$ cat config.mk
export PLATFORM = sky130hd
export DESIGN_NAME = psram_page_reader
export DESIGN_NICKNAME = d
export VERILOG_FILES = /design/src/rtl/psram_rd_pkg.sv /design/src/rtl/prd_access_timer.sv /design/src/rtl/prd_ce_budget.sv /design/src/rtl/prd_addr_seq.sv /design/src/rtl/psram_page_reader.sv
export SDC_FILE = /design/constraint.sdc
export NUM_CORES = 1
export LEC_CHECK = 0
export ABC_AREA = 1
export BUFFER_PORTS_ARGS = -buffer_cell sky130_fd_sc_hd__buf_4
export CORE_MARGIN = 5
export CORE_UTILIZATION = 40
export CTS_CLUSTER_DIAMETER = 60
export DETAILED_ROUTE_END_ITERATION = 10
export PLACE_DENSITY = 0.71
export RECOVER_POWER = 25
export SYNTH_ARGS = -nofsm -noshare
export SYNTH_HDL_FRONTEND = slang
export SYNTH_SLANG_ARGS = --single-unit
$ cat constraint.sdc
create_clock -name clk -period 1.8 [get_ports clk]
set_input_delay 0.45 -clock clk [delete_from_list [all_inputs] [get_ports clk]]
set_output_delay 0.45 -clock clk [all_outputs]
set_load 0.1 [all_outputs]
$ cat src/rtl/psram_rd_pkg.sv
package psram_rd_pkg;
  typedef enum logic [1:0] {
    ST_IDLE   = 2'd0,
    ST_ACCESS = 2'd1,
    ST_GAP    = 2'd2
  } rd_state_e;
endpackage

$ cat src/rtl/prd_access_timer.sv
// Countdown of the cycles an address must be held before data is sampled.
module prd_access_timer #(
  parameter int T_INIT = 7,
  parameter int T_PAGE = 3
) (
  input  logic clk,
  input  logic rst,
  input  logic load_init,
  input  logic load_page,
  output logic last
);
  localparam int TMAX = (T_INIT > T_PAGE) ? T_INIT : T_PAGE;
  localparam int TW   = $clog2(TMAX + 1);

  logic [TW-1:0] cnt;

  always_ff @(posedge clk) begin
    if (rst) begin
      cnt <= '0;
    end else if (load_init) begin
      cnt <= TW'(T_INIT - 1);
    end else if (load_page) begin
      cnt <= TW'(T_PAGE - 1);
    end else if (cnt != '0) begin
      cnt <= cnt - 1'b1;
    end
  end

  assign last = (cnt == '0);
endmodule

$ cat src/rtl/prd_ce_budget.sv
// Counts cycles spent with chip enable low in the current window and
// reports whether one more page access still fits the refresh limit.
module prd_ce_budget #(
  parameter int T_PAGE  = 3,
  parameter int T_CEMAX = 64
) (
  input  logic clk,
  input  logic rst,
  input  logic start,
  input  logic run,
  output logic room
);
  localparam int BW    = $clog2(T_CEMAX + 2);
  localparam int LIMIT = (T_CEMAX > T_PAGE) ? (T_CEMAX - T_PAGE) : 0;

  logic [BW-1:0] used;

  always_ff @(posedge clk) begin
    if (rst) begin
      used <= '0;
    end else if (start) begin
      used <= BW'(1);
    end else if (run && (used <= BW'(T_CEMAX))) begin
      used <= used + 1'b1;
    end
  end

  assign room = (T_CEMAX >= T_PAGE) && (used <= BW'(LIMIT));
endmodule

$ cat src/rtl/prd_addr_seq.sv
// Holds the current word address and the words left in the request.
module prd_addr_seq #(
  parameter int ADDR_W = 23,
  parameter int CNT_W  = 8,
  parameter int PAGE_W = 4
) (
  input  logic              clk,
  input  logic              rst,
  input  logic              load,
  input  logic [ADDR_W-1:0] start_addr,
  input  logic [CNT_W-1:0]  count,
  input  logic              step,
  output logic [ADDR_W-1:0] addr,
  output logic              last_word,
  output logic              page_end
);
  logic [CNT_W-1:0] left;

  always_ff @(posedge clk) begin
    if (rst) begin
      addr <= '0;
      left <= '0;
    end else if (load) begin
      addr <= start_addr;
      left <= count;
    end else if (step) begin
      addr <= addr + 1'b1;
      left <= left - 1'b1;
    end
  end

  assign last_word = (left == CNT_W'(1));
  assign page_end  = &addr[PAGE_W-1:0];
endmodule

$ cat src/rtl/psram_page_reader.sv
module psram_page_reader
  import psram_rd_pkg::*;
#(
  parameter int ADDR_W  = 23,
  parameter int CNT_W   = 8,
  parameter int DQ_W    = 16,
  parameter int PAGE_W  = 4,
  parameter int T_INIT  = 9,
  parameter int T_PAGE  = 3,
  parameter int T_CEMAX = 400
) (
  input  logic              clk,
  input  logic              rst,
  input  logic              page_en,
  input  logic              req_valid,
  input  logic [ADDR_W-1:0] req_addr,
  input  logic [CNT_W-1:0]  req_count,
  output logic              req_ready,
  output logic              rd_valid,
  output logic [DQ_W-1:0]   rd_data,
  output logic              mem_clk,
  output logic              mem_ce_n,
  output logic              mem_adv_n,
  output logic              mem_oe_n,
  output logic              mem_we_n,
  output logic              mem_lb_n,
  output logic              mem_ub_n,
  output logic [ADDR_W-1:0] mem_addr,
  input  logic [DQ_W-1:0]   mem_dq
);
  localparam int RW = $clog2(T_CEMAX + 2) + 1;

  rd_state_e state;
  logic      page_mode;
  logic      accept, acc_last, acc_done, last_word, page_end, room, keep_open;
  logic      load_init, load_page, seq_step;

  assign accept    = (state == ST_IDLE) && req_valid && (req_count != '0);
  assign acc_done  = (state == ST_ACCESS) && acc_last;
  assign keep_open = page_mode && !page_end && room;
  assign load_init = accept || (state == ST_GAP);
  assign load_page = acc_done && !last_word && keep_open;
  assign seq_step  = acc_done && !last_word;

  prd_access_timer #(.T_INIT(T_INIT), .T_PAGE(T_PAGE)) u_timer (
    .clk(clk), .rst(rst), .load_init(load_init), .load_page(load_page),
    .last(acc_last)
  );

  prd_ce_budget #(.T_PAGE(T_PAGE), .T_CEMAX(T_CEMAX)) u_budget (
    .clk(clk), .rst(rst), .start(load_init), .run(state == ST_ACCESS),
    .room(room)
  );

  prd_addr_seq #(.ADDR_W(ADDR_W), .CNT_W(CNT_W), .PAGE_W(PAGE_W)) u_seq (
    .clk(clk), .rst(rst), .load(accept), .start_addr(req_addr),
    .count(req_count), .step(seq_step), .addr(mem_addr),
    .last_word(last_word), .page_end(page_end)
  );

  always_ff @(posedge clk) begin
    if (rst) begin
      state     <= ST_IDLE;
      mem_ce_n  <= 1'b1;
      mem_oe_n  <= 1'b1;
      rd_valid  <= 1'b0;
      rd_data   <= '0;
      page_mode <= 1'b0;
    end else begin
      rd_valid <= 1'b0;
      unique case (state)
        ST_IDLE: begin
          if (accept) begin
            state     <= ST_ACCESS;
            mem_ce_n  <= 1'b0;
            mem_oe_n  <= 1'b0;
            page_mode <= page_en;
          end
        end
        ST_ACCESS: begin
          if (acc_last) begin
            rd_valid <= 1'b1;
            rd_data  <= mem_dq;
            if (last_word) begin
              state    <= ST_IDLE;
              mem_ce_n <= 1'b1;
              mem_oe_n <= 1'b1;
            end else if (!keep_open) begin
              state    <= ST_GAP;
              mem_ce_n <= 1'b1;
              mem_oe_n <= 1'b1;
            end
          end
        end
        ST_GAP: begin
          state    <= ST_ACCESS;
          mem_ce_n <= 1'b0;
          mem_oe_n <= 1'b0;
        end
        default: state <= ST_IDLE;
      endcase
    end
  end

  assign req_ready = (state == ST_IDLE);
  assign mem_clk   = 1'b0;
  assign mem_adv_n = 1'b0;
  assign mem_we_n  = 1'b1;
  assign mem_lb_n  = 1'b0;
  assign mem_ub_n  = 1'b0;

  // Run length of chip enable low, observed at the pin.
  logic [RW-1:0] ce_run;
  always_ff @(posedge clk) begin
    if (rst || mem_ce_n) begin
      ce_run <= '0;
    end else if (ce_run <= RW'(T_CEMAX)) begin
      ce_run <= ce_run + 1'b1;
    end
  end

  p_ce_limit_r5: assert property (@(posedge clk) disable iff (rst)
    ce_run <= RW'(T_CEMAX));

  p_addr_hold_r2: assert property (@(posedge clk) disable iff (rst)
    (!mem_ce_n && !acc_last) |=> ($stable(mem_addr) && !mem_ce_n));

  p_valid_after_sample_r2: assert property (@(posedge clk) disable iff (rst)
    rd_valid |-> $past(acc_last && !mem_ce_n));

  p_gap_single_r4: assert property (@(posedge clk) disable iff (rst)
    ($rose(mem_ce_n) && !req_ready) |=> $fell(mem_ce_n));

  p_oe_with_ce_r8: assert property (@(posedge clk) disable iff (rst)
    mem_ce_n |-> mem_oe_n);

  p_idle_ce_high_r9: assert property (@(posedge clk) disable iff (rst)
    req_ready |-> mem_ce_n);
endmodule

==> results.cfg, run 1 <==
[grt]
gr-total-overflow = 0
globalRouteTotalUtil_pct = 18.3
grt_max_degree = 26
grt_pass1_wl_um = 17200
grt_pass1_vias = 3750
antenna_found_initial = 0

[timing]
setup_violations = 0
worst_slack_ns = 0.0949
finalSetupTns_ns = 0
finalClockSkew_ns = 0.0115
worst_pin_slew_ns = 0.544
period_share_pct = 94.7
rsz0062_at_grt = no
drv_slew = 0
finalHoldViolCount = 0
relSlewSlack_pct = 63.9
fin_crit_ns = 1.71
max_freq_mhz = 586

[clock_tree]
cts-buffers-inserted = 9
insertion_delay_ns = 0.35
cts_root_buffer = clkbuf_8
clk_pin_slew_ns = 0.08
postCtsResizedCells = 0
cts_tree = done
htree_levels = 3
hold_buffers = 0
clock_path_buffers = 2
cts.sinks = 65
postCtsSetupRepairBufs = 0

[power]
power_density_nw_per_um2 = 1220
power.total_uw = 5860
p_leak_uw = 0.00223
max-vdd-ir-drop_mv = 0.836

[critical_path]
rrSetupSlack_ns = 0.16
worstPathRequired_ns = 1.35
reg2reg_depth = 8
critPathArrivalTime_ns = 1.26
critPathKind = flop to primary output
crit_fanout = 2
cp-startpoint = state[1]
r2r_end = u_seq.left[2]
r2r_start = u_timer.cnt[0]
start_kind = flop
cp-end-kind = primary output

[cells_and_area]
final.fill_count = 921
final_area_um2 = 4810
nNetsFinal = 738
area_growth_pct = 27.9
drive_gt1_share_pct = 24.6
diodes = 0

[routing]
vias = 4004
routed_wl_um = 10300
wl_per_cell_um = 13.0
ant_nets = 0
vias_per_cell = 5.02
drt-initial-drc-count = 216
drc = 0
drtPass1Iterations = 5

[synthesis]
yosysTopAreaCell = dfxtp_1
synth_edf_count = 0
netlist.area_leader.share_pct = 34.6
avgSynthCellArea_um2 = 6.46
synthArstFlopShare_pct = 0
ys_top_cells_by_count = nand2_1, nor2_1, dfxtp_1
yosys_register_bits = 65
synth-main-ff-cell = dfxtp_1
postSynthCellCount = 582
ys_types = 35
yosysWarnings = 0
yosysMostFrequentCell = nand2_1
synth_area_um2 = 3760
synth_area_leaders = dfxtp_1, nand2_1, nor2_1
yosysSeqAreaShare_pct = 34.6

[place]
gp_congestion = 0.892
io_buffers = 93
detailed_place.area_um2 = 4620
dp_slack_ns = 0.119
dp_hpwl_um = 7730

[min_path]
holdCritStartpoint = rst
hold_class = input port to flop
min_to = rd_valid
whs_path_depth = 2

[floorplanning]
num_io_pins = 99
dieHeight_um = 107
design.core.area_um2 = 9200
dieArea_um2 = 11400
start_util_pct = 40.9
die_w_um = 107
rows = 35

[run]
drv_cap = 0

[run_status]
status = completed
==> worst max-delay path by stage <==
stage / end / slack (ns) / cells after the start
final: req_ready / 0.09 / 4
after global routing: u_budget.used[0] / 0.002 / 11
after CTS: req_ready / 0.06 / 4
after detailed placement: u_seq.addr[11] / 0.12 / 9
after global placement: u_seq.addr[11] / 0.18 / 9
after floorplan: u_seq.addr[22] / 0.08 / 7
==> cells by family after synthesis <==
family,count (synthesis),synth area share (%)
simple gates,330,38.9
buf+inv,90,10.8
compound gates,81,11.6
flops,65,34.6
xor+xnor,8,1.86
fa+ha+maj,6,2.00
other cells,2,0.200
==> placed cells by master (no fill, tap or decap), types with 2 or more instances in the layout <==
cell type and count:
nand3_2 3, clkbuf_2 4, nor2_2 4, ha_1 6, nor2_1 91, inv_1 61
inv_8 2, clkbuf_8 9, dfxtp_2 20, o21ai_0 34, o21ai_1 5, dfxtp_1 43
a21oi_1 24, nand4_1 10, buf_4 104, nand2_1 145, o21bai_1 2, xnor2_1 3
xor2_1 5, clkinv_4 3, nor2_4 4, dfxtp_4 2, nand2_4 2, nor3_1 3
inv_2 3, conb_1 5, nand3_1 64, a31oi_1 13
==> sequential cells by signal, indices dropped and copies added (netlist names) <==
register	flops
u_timer.cnt	4
u_seq.addr	23
mem_oe_n	1
rd_data	16
state	2
rd_valid	1
u_budget.used	9
page_mode	1
u_seq.left	8
==> cell type report <==
type	count	area [um2]	area share, %
inverters	66	253	5.25
repair buffers	109	821	17.1
well taps	111	139	2.89
clock buffers	9	124	2.58
multi-input cells	430	2050	42.7
flip-flops and latches	65	1330	27.7
clock inverters	7	86.3	1.80
==> critical path, stage by stage (launching register included) <==
cell,delay [ns]
dfxtp_1,0.34
inv_1,0.07
nand2_1,0.09
inv_1,0.11
buf_4,0.30
==> where the power goes <==
| part | internal (uW) | switching [uW] |
|---|---|---|
| registers | 1670 | 195 |
| logic | 657 | 2010 |
| clock network | 668 | 667 |
| total | 2990 | 2870 |
==> layer usage <==
layer | vias to the layer above | GRT usage [%] | share of wire, %
met5 | - | 0 | 0
met4 | 0 | 4.84 | 0.95
met3 | 6 | 4.88 | 6.3
met2 | 119 | 30.5 | 48
met1 | 1821 | 23.5 | 45
li1 | 2058 | - | -
==> metrics by stage <==
step | hold WS [ns] | utilization (%) | std cells
final | 0.307 | 52.3 | 797
after global routing | 0.296 | 52.3 | 797
after CTS | 0.295 | 52.5 | 797
after detailed placement | 0.456 | 50.2 | 781
after global placement | 0.452 | 50.2 | 781
after floorplan | 0.441 | - | 585
Note: power is estimated with default switching activity, not from simulation.
==> run 2, diff against run 1 <==
Settings changed: ABC_AREA 1 to not set, PLACE_DENSITY 0.71 to 0.73.
==> results.cfg, run 2 <==
[synthesis]
synth_compound_area_share_pct = 20.7
avgSynthCellArea_um2 = 8.16
yosysMostFrequentCell = dfxtp_1
postSynthCellCount = 398
synth_top_family_by_area = simple AND/OR/NAND/NOR gates
synthArstFlopShare_pct = 0
yosysTopAreaCell = dfxtp_1
netlist.area_leader.share_pct = 40.1
ys_types = 55
synth_mux_area_share_pct = 0.617
synth_fa_ha_area_share_pct = 2.31
yosys.area_share.xor_xnor_pct = 3.78
yosys_register_bits = 65
synth-simple-area-share_pct = 25.2
synth_area_um2 = 3250
synth_area_leaders = dfxtp_1, nand2_1, a21oi_1
synth_edf_count = 0
synth-main-ff-cell = dfxtp_1
yosysWarnings = 0
ys_top_cells_by_count = dfxtp_1, nand2_1, a21oi_1, nor2_1, a31oi_1
yosysSeqAreaShare_pct = 40.1

[clock_tree]
clock_path_buffers = 2
htree_levels = 3
hold_buffers = 0
clk_pin_slew_ns = 0.08
insertion_delay_ns = 0.34
cts.sinks = 65
cts_root_buffer = clkbuf_8
cts-buffers-inserted = 9
cts_tree = done

[critical_path]
start_kind = flop
worstPathCellList = inv_2, ha_4, or3b_4, o211a_4, buf_6, a211oi_2, a31oi_1, a21oi_1
reg2reg_depth = 8
slowest_stage = or3b_4
critPathKind = flop to flop
critPathArrivalTime_ns = 2.18
slowest_delay_ns = 0.40
worstPathRequired_ns = 2.05
crit_fanout = 5
cp-end-kind = flop

[timing]
period_share_pct = 107
finalClockSkew_ns = 0.0100
finalHoldViolCount = 0
drv_slew = 0
fin_crit_ns = 1.92
rsz0062_at_grt = yes
relSlewSlack_pct = 63.1
finalSetupTns_ns = -0.695
hold_slack_ns = 0.349
setup_violations = 16
max_freq_mhz = 520
worst_slack_ns = -0.124
worst_pin_slew_ns = 0.556

[routing]
vias = 3472
routed_wl_um = 9890
ant_nets = 0
drt-initial-drc-count = 161
wl_per_cell_um = 15.3
vias_per_cell = 5.37
drc = 0
drtPass1Iterations = 4

[power]
power_density_nw_per_um2 = 955
max-vdd-ir-drop_mv = 0.544
p_leak_uw = 0.00198

[grt]
globalRouteTotalUtil_pct = 18.2
grt_pass1_vias = 3302
antenna_found_initial = 0
grt_max_degree = 29
gr-total-overflow = 0
grt_pass1_wl_um = 15000

[place]
dp_slack_ns = -0.197
io_buffers = 93
dp_hpwl_um = 6840
gp_congestion = 0.888

[run_status]
status = finished with violations
violations = negative setup slack

[min_path]
hold_class = input port to flop
whs_path_depth = 3

[floorplanning]
die_w_um = 100
rows = 32
dieHeight_um = 100
design.core.area_um2 = 7810
num_io_pins = 99
start_util_pct = 41.6
dieArea_um2 = 10000

[cells_and_area]
final_cell_mix = buf_4, nand2_1, dfxtp_1
top_register = u_seq.addr
final.fill_count = 662
largest_reg_flops = 23
diodes = 0
area_growth_pct = 50.4
reg.largest.list = u_seq.addr (23), rd_data (16), u_budget.used (9)
multi_input_area_um2 = 1980
final_common_cell = buf_4
drive_gt1_share_pct = 45.2
layout.area.seq_um2 = 1370
nNetsFinal = 596

[run]
drv_cap = 0
-- run 2: changes by cell type in the layout (fill, tap and decap cells not counted), sizes merged, moves of 10 or more --
cell    delta
nor2      -63
inv       -56
nand2     -87
nor3      +10
nand3     -55
buf       +32
clkbuf    +16
a21oi     +13
o21ai     -24
-- run 2: area by class of cell --
| class | instances | share of cell area (%) |
|---|---|---|
| multi-input combinational | 298 | 40.5 |
| sequential | 65 | 28.0 |
| timing repair buffer | 155 | 23.9 |
| clock buffer | 11 | 3.56 |
| tap | 102 | 2.61 |
| inverter | 10 | 0.768 |
| clock inverter | 5 | 0.692 |
-- run 2: cell families after synthesis --
group                    Yosys count
adder cells (fa/ha/maj)            6
AO/OA/AOI/OAI                    105
AND/OR/NAND/NOR                  166
XOR/XNOR                          14
multiplexers                       2
flip-flops                        65
other                              2
buffers and inverters             38
-- run 2: power breakdown --
group          switching, uW  internal, uW  total [uW]
sequential               119          1560        1680
clock                    599           668        1270
combinational           1140           582        1720
-- run 2: repair_timing --
action | CTS | global route
pin swaps | 11 | 23
endpoints found under the setup margin | 26 | 36
gates resized for setup | 18 | 46
cloned | 1 | 0
buffers inserted | 8 | 7
-- run 2: metal layers --
| metal | vias up | share of wire [%] | GRT usage (%) | wire (um) |
|---|---|---|---|---|
| met1 | 1611 | 40 | 22.1 | 3970 |
| li1 | 1708 | - | - | - |
| met3 | 23 | 8.7 | 4.86 | 864 |
| met2 | 130 | 49 | 30.9 | 4810 |
| met5 | - | 0 | 0 | 0 |
| met4 | 0 | 2.5 | 6.74 | 243 |
-- run 2: worst paths after layout --
check	from	endpoint	slack (ns)
worst max register to register	u_seq.left[1]	u_seq.addr[14]	-0.12
worst min-delay path	mem_dq[7]	rd_data[7]	0.35
worst min register to register	rd_data[12]	rd_data[12]	0.46
worst max-delay path	u_seq.left[1]	u_seq.addr[14]	-0.12
-- run 2: worst max-delay path: cells and delay by family (launching register included) --
kind | cells | cell delay (ns)
compound gates | 4 | 0.77
simple gates | 1 | 0.40
flops | 1 | 0.33
buf+inv | 2 | 0.21
fa+ha+maj | 1 | 0.12
-- run 2: through the flow --
| step | power (uW) | util [%] | instances | cell area, um2 |
|---|---|---|---|---|
| after global routing | 4860 | 62.6 | 646 | 4880 |
| after detailed placement | 3240 | 55.8 | 614 | 4360 |
| final | 4670 | 62.6 | 646 | 4880 |
| after global placement | 3210 | 55.8 | 614 | 4360 |
| after CTS | 4570 | 60.1 | 639 | 4690 |
| after floorplan | 2790 | - | 401 | 3380 |
